===== src/rtl/slvirq_pkg.sv =====
package slvirq_pkg;

    localparam int STAT_W = 9;

    // bit positions of the raw status word
    localparam int B_DATA    = 0;
    localparam int B_START   = 1;
    localparam int B_STOP    = 2;
    localparam int B_DMA_RX  = 3;
    localparam int B_DMA_TX  = 4;
    localparam int B_TX_TRIG = 5;
    localparam int B_RX_TRIG = 6;
    localparam int B_TX_EMPT = 7;
    localparam int B_RX_FULL = 8;

    // level-sourced flags, index order of the level vector
    localparam int NUM_LVL = 4;

    typedef struct packed {
        logic rx_full;
        logic tx_empty;
        logic rx_trig;
        logic tx_trig;
        logic dma_tx;
        logic dma_rx;
        logic stop;
        logic start;
        logic data;
    } stat_t;

    typedef enum logic [1:0] {
        SEL_RAW  = 2'd0,
        SEL_MASK = 2'd1,
        SEL_MSKD = 2'd2,
        SEL_CLR  = 2'd3
    } reg_sel_e;

    localparam int SEL_LSB = 2;

    function automatic reg_sel_e sel_of(input logic [1:0] word_idx);
        return reg_sel_e'(word_idx);
    endfunction

endpackage


===== src/rtl/slvirq_evt_capture.sv =====
module slvirq_evt_capture
    import slvirq_pkg::*;
(
    input  logic                clk,
    input  logic                rst,
    input  logic                start_det,
    input  logic                stop_det,
    input  logic                rx_txn_done,
    input  logic                tx_txn_req,
    input  logic                next_byte_req,
    input  logic                dma_tx_done,
    input  logic                dma_rx_done,
    input  logic [NUM_LVL-1:0]  lvl,      // {rx_full, tx_empty, rx_trig, tx_trig}
    output stat_t               set_ev
);

    logic [NUM_LVL-1:0] lvl_prev;
    logic [NUM_LVL-1:0] lvl_rise;

    for (genvar k = 0; k < NUM_LVL; k++) begin : g_edge
        // loading the live level during reset keeps a level that is
        // already high at release from looking like a fresh edge
        always_ff @(posedge clk) begin
            lvl_prev[k] <= lvl[k];
        end
        assign lvl_rise[k] = lvl[k] & ~lvl_prev[k];

        // steady high level must never produce a set pulse
        p_level_no_reset_r8: assert property (@(posedge clk) disable iff (rst)
            (lvl[k] && $past(lvl[k])) |-> !lvl_rise[k]);
    end

    always_comb begin
        set_ev          = '0;
        set_ev.data     = rx_txn_done | tx_txn_req | next_byte_req;
        set_ev.start    = start_det;
        set_ev.stop     = stop_det;
        set_ev.dma_rx   = dma_rx_done;
        set_ev.dma_tx   = dma_tx_done;
        set_ev.tx_trig  = lvl_rise[0];
        set_ev.rx_trig  = lvl_rise[1];
        set_ev.tx_empty = lvl_rise[2];
        set_ev.rx_full  = lvl_rise[3];
    end

    p_txe_edge_only_r5: assert property (@(posedge clk) disable iff (rst)
        set_ev.tx_empty |-> (lvl[2] && !$past(lvl[2])));

endmodule


===== src/rtl/slvirq_status_bits.sv =====
module slvirq_status_bits #(
    parameter int W = 9
) (
    input  logic         clk,
    input  logic         rst,
    input  logic [W-1:0] set_v,
    input  logic [W-1:0] clr_v,
    output logic [W-1:0] stat
);

    for (genvar i = 0; i < W; i++) begin : g_bit
        always_ff @(posedge clk) begin
            if (rst) begin
                stat[i] <= 1'b0;
            end else begin
                // a set in the same cycle as a clear keeps the flag
                stat[i] <= set_v[i] | (stat[i] & ~clr_v[i]);
            end
        end

        p_set_wins_r9: assert property (@(posedge clk) disable iff (rst)
            set_v[i] |=> stat[i]);

        p_clear_r4: assert property (@(posedge clk) disable iff (rst)
            (clr_v[i] && !set_v[i]) |=> !stat[i]);

        p_hold_r4: assert property (@(posedge clk) disable iff (rst)
            (stat[i] && !clr_v[i]) |=> stat[i]);

        p_no_spurious_r3: assert property (@(posedge clk) disable iff (rst)
            (!stat[i] && !set_v[i]) |=> !stat[i]);
    end

endmodule


===== src/rtl/slvirq_reg_port.sv =====
module slvirq_reg_port
    import slvirq_pkg::*;
#(
    parameter int DATA_W = 32,
    parameter int ADDR_W = 4
) (
    input  logic              clk,
    input  logic              rst,
    input  logic              wr,
    input  logic              rd,
    input  logic [ADDR_W-1:0] addr,
    input  logic [DATA_W-1:0] wdata,
    input  logic [STAT_W-1:0] raw,
    output logic [STAT_W-1:0] clr_v,
    output logic [DATA_W-1:0] rdata,
    output logic              irq
);

    localparam int PAD_W = DATA_W - STAT_W;

    reg_sel_e          sel;
    logic [STAT_W-1:0] mask_q;
    logic [STAT_W-1:0] masked;
    logic [STAT_W-1:0] rd_mux;

    assign sel    = sel_of(addr[SEL_LSB +: 2]);
    assign masked = raw & mask_q;
    assign clr_v  = (wr && sel == SEL_CLR) ? wdata[STAT_W-1:0] : '0;
    assign irq    = |masked;

    always_ff @(posedge clk) begin
        if (rst) begin
            mask_q <= '0;
        end else if (wr && sel == SEL_MASK) begin
            mask_q <= wdata[STAT_W-1:0];
        end
    end

    always_comb begin
        unique case (sel)
            SEL_RAW:  rd_mux = raw;
            SEL_MASK: rd_mux = mask_q;
            SEL_MSKD: rd_mux = masked;
            default:  rd_mux = '0;
        endcase
    end

    always_ff @(posedge clk) begin
        if (rst) begin
            rdata <= '0;
        end else if (rd) begin
            rdata <= {{PAD_W{1'b0}}, rd_mux};
        end
    end

    p_clr_reads_zero_r11: assert property (@(posedge clk) disable iff (rst)
        (rd && sel == SEL_CLR) |=> (rdata == '0));

    p_masked_read_r10: assert property (@(posedge clk) disable iff (rst)
        (rd && sel == SEL_MSKD) |=> (rdata[STAT_W-1:0] == $past(raw & mask_q)));

    p_upper_zero_r2: assert property (@(posedge clk) disable iff (rst)
        rdata[DATA_W-1:STAT_W] == '0);

endmodule


===== src/rtl/slv_irq_status.sv =====
module slv_irq_status
    import slvirq_pkg::*;
#(
    parameter int DATA_W = 32,
    parameter int ADDR_W = 4
) (
    input  logic              clk,
    input  logic              rst,
    input  logic              start_det,
    input  logic              stop_det,
    input  logic              rx_txn_done,
    input  logic              tx_txn_req,
    input  logic              next_byte_req,
    input  logic              dma_tx_done,
    input  logic              dma_rx_done,
    input  logic              rx_full,
    input  logic              tx_empty,
    input  logic              rx_trig,
    input  logic              tx_trig,
    input  logic              reg_wr,
    input  logic              reg_rd,
    input  logic [ADDR_W-1:0] reg_addr,
    input  logic [DATA_W-1:0] reg_wdata,
    output logic [DATA_W-1:0] reg_rdata,
    output logic              irq
);

    stat_t             set_ev;
    logic [STAT_W-1:0] clr_v;
    logic [STAT_W-1:0] raw;

    slvirq_evt_capture u_cap (
        .clk           (clk),
        .rst           (rst),
        .start_det     (start_det),
        .stop_det      (stop_det),
        .rx_txn_done   (rx_txn_done),
        .tx_txn_req    (tx_txn_req),
        .next_byte_req (next_byte_req),
        .dma_tx_done   (dma_tx_done),
        .dma_rx_done   (dma_rx_done),
        .lvl           ({rx_full, tx_empty, rx_trig, tx_trig}),
        .set_ev        (set_ev)
    );

    slvirq_status_bits #(.W(STAT_W)) u_bits (
        .clk   (clk),
        .rst   (rst),
        .set_v (set_ev),
        .clr_v (clr_v),
        .stat  (raw)
    );

    slvirq_reg_port #(.DATA_W(DATA_W), .ADDR_W(ADDR_W)) u_regs (
        .clk   (clk),
        .rst   (rst),
        .wr    (reg_wr),
        .rd    (reg_rd),
        .addr  (reg_addr),
        .wdata (reg_wdata),
        .raw   (raw),
        .clr_v (clr_v),
        .rdata (reg_rdata),
        .irq   (irq)
    );

endmodule


===== config.mk =====
export PLATFORM = sky130hd
export DESIGN_NAME = slv_irq_status
export DESIGN_NICKNAME = d
export VERILOG_FILES = /design/src/rtl/slvirq_pkg.sv /design/src/rtl/slvirq_evt_capture.sv /design/src/rtl/slvirq_status_bits.sv /design/src/rtl/slvirq_reg_port.sv /design/src/rtl/slv_irq_status.sv
export SDC_FILE = /design/constraint.sdc
export NUM_CORES = 1
export LEC_CHECK = 0
export CORE_AREA = 2 2 69 71
export CTS_BUF_LIST = sky130_fd_sc_hd__clkbuf_4 sky130_fd_sc_hd__clkbuf_8 sky130_fd_sc_hd__clkbuf_16
export CTS_CLUSTER_DIAMETER = 150
export DETAILED_ROUTE_END_ITERATION = 10
export DIE_AREA = 0 0 71 73
export DONT_BUFFER_PORTS = 1
export PLACE_DENSITY = 0.44
export SYNTH_ARGS = -nofsm -noshare
export SYNTH_HDL_FRONTEND = slang
export SYNTH_SLANG_ARGS = --single-unit

===== constraint.sdc =====
create_clock -name clk -period 1.1 [get_ports clk]
set_input_delay 0.22 -clock clk [delete_from_list [all_inputs] [get_ports clk]]
set_output_delay 0.22 -clock clk [all_outputs]
set_load 0.01 [all_outputs]

# Word level (Yosys, flattened, before mapping)
# Index checks and enable logic that the tools add are counted.
classes:
  addsub: 0
  n_mul: 0
  n_div: 0
  magnitude_cmp: 0
  n_eq_ne: 3
  shift: 0
  n_mux: 2
  n_bitwise: 38
  reduce_logical: 4
ops:
  columns: ["cell", "n"]
  rows:
  - ["one-hot mux 9 bit (3 select lines)", 1]
  - ["AND 1 bit", 13]
  - ["NOT 1 bit", 13]
  - ["OR 1 bit", 11]
  - ["AND 9 bit", 1]
  - ["2-to-1 mux 9 bit", 1]
  - ["OR reduction 9 bit", 1]
  - ["equality test 2 bit (second input constant)", 2]
  - ["equality test 2 x 1 -> 1 bit (second input constant)", 1]
  - ["logical AND 1 bit", 2]
  - ["zero test 2 bit", 1]
totals:
  reg_bits: 31
  latch_bits: 0
  ramBits: 0
  rom_bits: 0
  input_bits: 51
  wordCells: 62
  memories: 0

# Depth between registers and ports, before layout
# Gate-level depths: netlist (run 1).
depth:
  ltp_word: 6
  mapped_depth: 5

# Modules after synthesis
# Synthesis (run 1) repeated with hierarchy kept, for this count alone.
hier_totals:
  cells_unflattened: 185
  area_unflattened_um2: 1645.3
by_module_without_submodules:
  columns: ["module", "instances", "cells_per_inst", "area_each_um2"]
  rows:
  - ["slvirq_reg_port", 1, 135, 1076.0]
  - ["slvirq_status_bits", 1, 37, 427.9]
  - ["slvirq_evt_capture", 1, 13, 141.4]

# Least setup slack after synthesis (run 1)
# No wires, ideal clock.
synth_timing:
  kind: "reg-to-output"
  start: "register u_bits.stat[1]"
  end: "output port irq"
  t_arrival_ns: 0.863
  setup_slack_ns: 0.017
  path_stages_with_launch: 4
  path_cell_list: "dfxtp_1 > a22o_1 > a221oi_1 > nand3_1"
synth_via:
  elab_chain_cells: 2
synth_lines:
  columns: ["element", "line", "source"]
  rows:
  - ["start, declared", "slvirq_status_bits.sv:8", "output logic [W-1:0] stat"]
  - ["start signal, assigned by index", "slvirq_status_bits.sv:17", "stat[i] <= set_v[i] | (stat[i] & ~clr_v[i]);"]
  - ["AND 9 bit", "slvirq_reg_port.sv:27", "assign masked = raw & mask_q;"]
  - ["OR reduction 9 bit", "slvirq_reg_port.sv:29", "assign irq = |masked;"]
  - ["end, declared", "slv_irq_status.sv:25", "output logic irq"]
# Every way passes these cells.

# Final worst setup path (run 1)
layout_timing:
  start: "register u_regs.mask_q[3]"
  end: "output port irq"
layout_via:
  elab_chain_cells: 2
layout_lines:
  columns: ["element", "line", "source"]
  rows:
  - ["start, declared", "slvirq_reg_port.sv:22", "logic [STAT_W-1:0] mask_q;"]
  - ["start signal, assigned", "slvirq_reg_port.sv:35", "mask_q <= wdata[STAT_W-1:0];"]
  - ["AND 9 bit", "slvirq_reg_port.sv:27", null]
  - ["OR reduction 9 bit", "slvirq_reg_port.sv:29", null]
# Every way passes these cells.

==> flow_metrics.tcl, run 1 <==
set metrics [dict create \
    cts_made_buffers 5 \
    finalHoldViolCount 0 \
    dp_slack_ps -76.2 \
    multiInputGateArea_sq_um 702 \
    tritoncts "yes" \
    switching_share 0.239 \
    yosys_warnings 0 \
    wirelength_mm 3.39 \
    crit_fanout 2 \
    worstReg2RegStart "u_regs.mask_q[1]" \
    r2r_setup_slack_ps 50 \
    wl_per_cell_um 14.5 \
    critPathCaptureType "primary output" \
    setup_tns_ps -348 \
    setup_slack_ps -348 \
    finalSetupViolCount 1 \
    violations "setup timing" \
    synth_ff_type "dfxtp_1" \
    r2r-end "u_regs.rdata[1]" \
    internal-power_uw 1900 \
    io_buffers 0 \
    peakVddDrop_v 0.000621 \
    clock_sinks 31 \
    synthCells 160 \
    critPathKind "flop to primary output" \
    rr_worst_depth 4 \
    vias 1130 \
    synth-seq-area-share 0.420 \
    maxSlewViolCount 0 \
    crit_arrival_ps 1230 \
    cts-root-buf "clkbuf_8" \
    die-area_sq_um 5180 \
    rows 25 \
    clock_path_buffers 2 \
    min-delay-start "rst" \
    area_growth_pct 15.6 \
    start_util 0.326 \
    postRouteAntennaNets 0 \
    dp.final_hpwl_mm 2.33 \
    fmax_ghz 0.691 \
    fin_cells 233 \
    layout_commonest_cell "dfxtp_1" \
    core_area_sq_um 4540 \
    grt_antenna_before_repair 0 \
    drive_above_1_share 0.162 \
    ff_latch_area_sq_um 623 \
    min_path_cells 1 \
    synth_seq_cells 31 \
    max-cap-violations 0 \
    firstDrtPassIters 6 \
    layout_common_cells "dfxtp_1 (29), nor2_1 (26), conb_1 (23)" \
    fill_cells 460 \
    fin_crit_sh 1.32 \
    clkPwrFrac 0.406 \
    report.power.total_uw 2500 \
    synth_enable_flop_cells 0 \
    path_cells "a222oi_1 -> nand3_1" \
    pwr-share-seq 0.493 \
    clk_latency_ps 280 \
    synth.distinct_cells 29 \
    syn_area_sq_um 1480 \
    p_leak_uw 0.000723 \
    fin_nets 229 \
    required_ps 880 \
    die_h_um 73 \
    grt_pass1_vias 1101 \
    htree_levels 2 \
    ios 84 \
    dr.first_iter.drc_count 71 \
    grt_max_degree 20 \
    status "complete, but fails checks" \
    skew_ps 4.30 \
    viasPerCell 4.85 \
    gp_congestion 0.775 \
    grt-ovfl-total 0 \
    grt_usage 0.136 \
    start_kind "flop" \
    grt_pass1_wl_mm 5.55 \
    dp_cells 216 \
    syn_area_per_cell_sq_um 9.24 \
    hold_path_class "primary input to flop" \
    path_clk_slew_ps 60 \
    grt_setup_unrepaired "yes" \
    finalCriticalPeriod_ps 1450 \
    die_width_um 71 \
    crit_slowest_cell "a222oi_1" \
    combinationalPowerShare 0.101 \
    powerDensity_nw_per_um2 1460 \
    slowest_delay_ps 420 \
    antenna_cells 0 \
    async_flop_share 0 \
    drc 0 \
    netSwitchingPower_uw 597 \
    min_to "u_regs.rdata[7]" \
]
power by group through the flow:
stage                     Sequential (uW)  Clock, uW  Combinational [uW]
after floorplan                      1250          0                 256
after global placement               1250          0                 210
after detailed placement             1260          0                 214
after CTS                            1230       1040                 234
after global routing                 1240       1080                 286
final                                1230       1010                 252
worst max-delay path by stage:
| stage | slack [ps] | startpoint | end | depth (start not counted) |
|---|---|---|---|---|
| after floorplan | 20 | u_bits.stat[1] | irq | 3 |
| after global placement | -80 | u_bits.stat[1] | irq | 3 |
| after detailed placement | -80 | u_bits.stat[1] | irq | 3 |
| after CTS | -360 | u_regs.mask_q[3] | irq | 2 |
| after global routing | -420 | u_regs.mask_q[3] | irq | 2 |
| final | -350 | u_regs.mask_q[3] | irq | 2 |
metal layers:
layer / routed length, um / GRT usage / vias to the layer above / share of wire
met3: 298 / 0.0580 / 5 / 0.088
met1: 1520 / 0.176 / 520 / 0.45
met4: 42 / 0.0503 / 0 / 0.012
met2: 1530 / 0.204 / 47 / 0.45
li1: - / - / 558 / -
met5: 0 / 0 / - / 0
cell families after synthesis:
group                  synth area share
flip-flops                        0.420
AO/OA/AOI/OAI                     0.163
other                           0.00254
AND/OR/NAND/NOR                   0.188
multiplexers                     0.0609
buffers and inverters             0.166
registers in the layout (all words and copies together) (netlist names):
name,flops
u_bits.stat,9
u_cap.lvl_prev,4
u_regs.mask_q,9
u_regs.rdata,9
critical path, delay by kind of cell, from the launching register on:
kind	cells	cell delay (ps)
simple gates	1	220
compound gates	1	420
flops	1	310
stage by stage:
stage          hold slack (ps)   util  cell area [sq um]
4_1_cts                  0.213  0.366               1660
2_1_floorplan              248      -               1560
3_3_place_gp               248  0.331               1500
6_report                  3.69  0.377               1710
3_5_place_dp               248  0.331               1500
5_1_grt                  0.407  0.377               1710
Yosys cell counts, types with 2 or more instances:
cell type / count / area [sq um]
a311oi_1: 7 / 61.3
clkbuf_1: 2 / 7.51
buf_6: 2 / 22.5
a211oi_1: 2 / 15.0
inv_1: 2 / 7.51
buf_2: 3 / 15.0
nand3b_1: 2 / 15.0
nand4_1: 8 / 50.1
buf_4: 25 / 188
nand2_1: 7 / 26.3
a32oi_1: 2 / 17.5
o211ai_1: 6 / 45.0
nor2b_1: 4 / 25.0
or2b_1: 3 / 22.5
mux2i_1: 9 / 90.1
a21oi_1: 8 / 40.0
dfxtp_1: 31 / 621
nor2_1: 26 / 97.6
layout make-up:
type | instances | share of cell area
repair buffers | 22 | 0.120
well taps | 54 | 0.0395
flip-flops and latches | 31 | 0.365
clock buffers | 8 | 0.0608
inverters | 2 | 0.00439
multi-input cells | 116 | 0.411
timing repair:
action	4_1_cts	5_1_grt
pin swaps	2	4
hold buffers	5	3
hold endpoints to repair	13	6
gates resized for setup	1	4
endpoints found under the setup margin	1	3
setup buffers	0	1
cloned	0	0
Power figures use the tool's default switching activity.
==> run 2: changes to the inputs <==
CORE_AREA = 2 2 103 55   (was 2 2 69 71)
DIE_AREA = 0 0 105 57   (was 0 0 71 73)
PLACE_DENSITY = 0.4   (was 0.44)
RECOVER_POWER = 50   (was unset)
==> run 2 against run 1 <==
Effect of this change: the run still ends with setup timing left; sequential share of layout area shrank 1.2 points; combinational power increased by 8%; clock power hardly changed; total power up 0.50%; final area is 3.3% higher; die area is 15% higher; via count grew 4.1%; first-iteration DRC count decreased by 45%; setup slack improved by 41 ps; flip-flop and latch count unchanged; register-to-register slack worse by 150 ps; sequential power is essentially flat.
==> flow_metrics.tcl, run 2 (synthesis results as in run 1) <==
set metrics [dict create \
    crit_fanout 2 \
    min_to "u_regs.mask_q[7]" \
    violations "setup timing" \
    grt_antenna_before_repair 0 \
    tritoncts "yes" \
    grt_pass1_vias 1086 \
    clk_latency_ps 280 \
    rows 19 \
    fmax_ghz 0.711 \
    drc 0 \
    combinationalPowerShare 0.108 \
    postLayoutCoreUtil 0.341 \
    clkPwrFrac 0.401 \
    maxSlewViolCount 0 \
    grt_usage 0.134 \
    crit_slowest_cell "dfxtp_2" \
    vias 1176 \
    core_area_sq_um 5180 \
    r2r-end "u_regs.rdata[1]" \
    netSwitchingPower_uw 606 \
    start_kind "flop" \
    multiInputGateArea_sq_um 727 \
    hold_path_class "primary input to flop" \
    status "complete, but fails checks" \
    htree_levels 2 \
    io_buffers 0 \
    fin_crit_sh 1.28 \
    area_growth_pct 19.4 \
    clock_sinks 31 \
    dr.first_iter.drc_count 39 \
    met3_length_um 422 \
    fill_cells 554 \
    rr_worst_depth 4 \
    antenna_cells 0 \
    min-delay-start "rst" \
    fin_nets 233 \
    wl_met1_mm 2.11 \
    dp_slack_ps -117 \
    min_path_cells 1 \
    grt_max_degree 20 \
    wl_met2_mm 1.44 \
    r2r_setup_slack_ps -100 \
    finalHoldViolCount 0 \
    die_h_um 57 \
    reg_top3 "u_bits.stat (9), u_regs.mask_q (9), u_regs.rdata (9)" \
    critPathCaptureType "primary output" \
    firstDrtPassIters 4 \
    finalSetupViolCount 3 \
    layout_common_cells "dfxtp_1 (29), nor2_1 (26), conb_1 (23)" \
    dp.final_hpwl_mm 2.79 \
    cts-root-buf "clkbuf_8" \
    layout_commonest_cell "dfxtp_1" \
    path_cells "a22o_1 -> a221oi_2 -> nand3_2" \
    ff_latch_area_sq_um 623 \
    die-area_sq_um 5990 \
    setup_slack_ps -306 \
    die_width_um 105 \
    p_leak_uw 0.000737 \
    path_clk_slew_ps 60 \
    grt_setup_unrepaired "yes" \
    highest-signal-layer "met4" \
    skew_ps 8.09 \
    worstReg2RegStart "u_regs.mask_q[1]" \
    peakVddDrop_v 0.000477 \
    max-cap-violations 0 \
    clock_path_buffers 2 \
    post_cts_buffers 0 \
    switching_share 0.241 \
    postRouteAntennaNets 0 \
    slowest_delay_ps 320 \
    wl_per_cell_um 15.6 \
    crit_family "compound AO/OA/AOI/OAI gates" \
    powerDensity_nw_per_um2 1420 \
    grt-ovfl-total 0 \
    internal-power_uw 1910 \
    drive_above_1_share 0.175 \
    pwr-share-seq 0.491 \
    wirelength_mm 4.00 \
    gp_congestion 0.758 \
    required_ps 880 \
    ios 84 \
    critPathBufInv 0 \
    start_util 0.285 \
    crit_arrival_ps 1190 \
    viasPerCell 4.59 \
    cts_made_buffers 5 \
    grt_pass1_wl_mm 5.94 \
    whs_ps 15.0 \
    critPathKind "flop to primary output" \
    finalCriticalPeriod_ps 1410 \
]
## run 2: changes by cell type in the layout (fill, tap and decap cells not counted), sizes merged
cell and delta:
clkbuf +3, dlygate4sd3 +2, buf -1
## run 2: worst max path at each step
stage,endpoint,from,slack [ps],depth (start not counted)
2_1_floorplan,irq,u_bits.stat[1],20,3
3_3_place_gp,irq,u_bits.stat[1],-130,3
3_5_place_dp,irq,u_bits.stat[1],-120,3
4_1_cts,irq,u_regs.mask_q[1],-330,3
5_1_grt,irq,u_regs.mask_q[1],-350,3
6_report,irq,u_regs.mask_q[1],-310,3
## run 2: per-stage QoR
step | cells | area, sq um | power (uW) | TNS (ps)
CTS | 253 | 1740 | 2540 | -422
detailed placement | 238 | 1540 | 1480 | -300
global placement | 238 | 1540 | 1480 | -278
floorplan | 182 | 1560 | 1510 | 0
finish | 256 | 1770 | 2510 | -444
global route | 256 | 1770 | 2650 | -574
## run 2: layer usage
metal,GRT usage,vias up
li1,-,568
met1,0.199,547
met2,0.168,59
met3,0.0606,2
met4,0.0438,0
met5,0,-
## run 2: layout make-up
| class | instances | share of cell area |
|---|---|---|
| Tap cell | 73 | 0.0517 |
| Sequential cell | 31 | 0.353 |
| Timing Repair Buffer | 26 | 0.120 |
| Multi-Input combinational cell | 116 | 0.412 |
| Inverter | 2 | 0.00425 |
| Clock buffer | 8 | 0.0588 |
## run 2: timing repair
item                                    in CTS  in global routing
endpoints found under the setup margin       3                  3
pin swaps                                    4                  5
endpoints found under the hold margin        8                  5
hold buffers                                 7                  3
resized for setup                            4                  4
## run 2: worst register-to-register path, delay by kind of cell (launching register included)
kind | cells | cell delay [ps]
simple gates | 1 | 230
compound gates | 2 | 410
flops | 1 | 320
buf+inv | 1 | 130
## run 2: power by group through the flow
stage	sequential (uW)	combinational (uW)	clock [uW]
floorplan	1250	256	0
global placement	1260	221	0
detailed placement	1260	225	0
CTS	1230	260	1040
global route	1240	300	1110
finish	1230	271	1010
==> run 3: changes to the inputs <==
RECOVER_POWER = 100   (was 50)
==> run 3 against run 2 <==
Effect of this change: count of clock-buffer cells in the layout stayed put; global-route usage stayed put; the flow still finishes with violations (setup timing); total power is 0.30% lower; cell count stayed put; clock power hardly changed; die area stayed put; first-iteration DRC count is 18% higher; non-clock buffer count stayed put; routed wire length is 0.45% lower; sequential share of layout area is 0.56 points higher; combinational power is 3% lower; critical endpoint unchanged.
==> flow_metrics.tcl, run 3 (synthesis results as in run 1) <==
set metrics [dict create \
    status "complete, but fails checks" \
    violations "setup timing" \
    required_ps 880 \
    skew_ps 9.35 \
    htree_levels 2 \
    p_leak_uw 0.000720 \
    viasPerCell 4.59 \
    io_buffers 0 \
    reg_top3 "u_bits.stat (9), u_regs.mask_q (9), u_regs.rdata (9)" \
    drive_above_1_share 0.153 \
    clock_path_buffers 2 \
    fin_nets 233 \
    min_path_cells 1 \
    grt_max_degree 20 \
    postLayoutCoreUtil 0.335 \
    dp.final_hpwl_mm 2.79 \
    crit_slowest_cell "dfxtp_2" \
    vias 1175 \
    layout_commonest_cell "dfxtp_1" \
    postRouteAntennaNets 0 \
    wl_per_cell_um 15.5 \
    setup_slack_ps -302 \
    path_cells "a22o_1 -> a221oi_2 -> nand3_2" \
    grt-ovfl-total 0 \
    firstDrtPassIters 4 \
    area_growth_pct 17.5 \
    crit_arrival_ps 1180 \
    ios 84 \
    die-area_sq_um 5990 \
    grt_pass1_wl_mm 5.94 \
    maxSlewViolCount 0 \
    gp_congestion 0.758 \
    core_area_sq_um 5180 \
    dp_cells 238 \
    powerDensity_nw_per_um2 1440 \
    worst-path-stages 3 \
    grt_usage 0.134 \
    start_kind "flop" \
    crit_family "compound AO/OA/AOI/OAI gates" \
    rr_worst_depth 4 \
    rows 19 \
    finalSetupViolCount 3 \
    fin_cells 256 \
    grt_pass1_vias 1086 \
    drc 0 \
    layout_common_cells "dfxtp_1 (29), nor2_1 (26), conb_1 (23)" \
    tritoncts "yes" \
    wirelength_mm 3.98 \
    dr.first_iter.drc_count 46 \
    slowest_delay_ps 320 \
    finalCriticalPeriod_ps 1400 \
    max-cap-violations 0 \
    critPathBufInv 0 \
    peakVddDrop_v 0.000479 \
    clk_latency_ps 280 \
    die_h_um 57 \
    fmax_ghz 0.713 \
    antenna_cells 0 \
    grt_antenna_before_repair 0 \
    clock_sinks 31 \
    grt_setup_unrepaired "yes" \
    critPathKind "flop to primary output" \
    fin_crit_sh 1.27 \
    critPathCaptureType "primary output" \
    crit_fanout 2 \
    path_clk_slew_ps 60 \
    finalHoldViolCount 0 \
    start_util 0.285 \
    cts-root-buf "clkbuf_8" \
    hold_path_class "primary input to flop" \
    die_width_um 105 \
    cts_made_buffers 5 \
]
## run 3: cell count changes in the layout (fill, tap and decap cells not counted)
cell,before,now
a2111oi_4,1,0
a2111oi_2,0,1
clkbuf_1,3,7
buf_4,12,8
## run 3: final timing paths
check / endpoint / slack, ps / startpoint
max: irq / -300 / u_regs.mask_q[1]
min: u_regs.mask_q[7] / 20 / rst
max reg2reg: u_regs.rdata[1] / -100 / u_regs.mask_q[1]
min reg2reg: u_regs.rdata[0] / 520 / u_regs.rdata[0]
## run 3: metal layers
layer,GRT usage,up-vias,routed length (um)
met3,0.0606,2,369
met4,0.0438,0,14
met1,0.199,559,2160
met2,0.168,48,1440
met5,0,-,0
li1,-,566,-
## run 3: per-stage QoR
step	power (uW)	TNS, ps	hold WS [ps]	worst slack, ps	instance area, sq um
final	2510	-447	15.4	-302	1740
after global routing	2640	-574	0.0447	-350	1740
after CTS	2540	-422	0.0616	-332	1740
after detailed placement	1480	-300	248	-117	1540
after global placement	1480	-278	248	-131	1540
after floorplan	1510	0	248	17.0	1560
## run 3: what timing repair did
item	CTS	global route
buffers inserted	0	0
setup endpoints to repair	3	3
pin swaps	4	5
endpoints found under the hold margin	8	5
hold buffers	7	3
resized for setup	4	4
## run 3: layout make-up
type	instances	area, sq um
fillers	558	3440
multi-input cells	116	714
flip-flops and latches	31	623
repair buffers	26	198
clock buffers	8	104
well taps	73	91.3
inverters	2	7.51
## run 3: power by group
group / switching [uW] / internal, uW
registers: 50.1 / 1180
logic: 144 / 120
clock network: 411 / 595
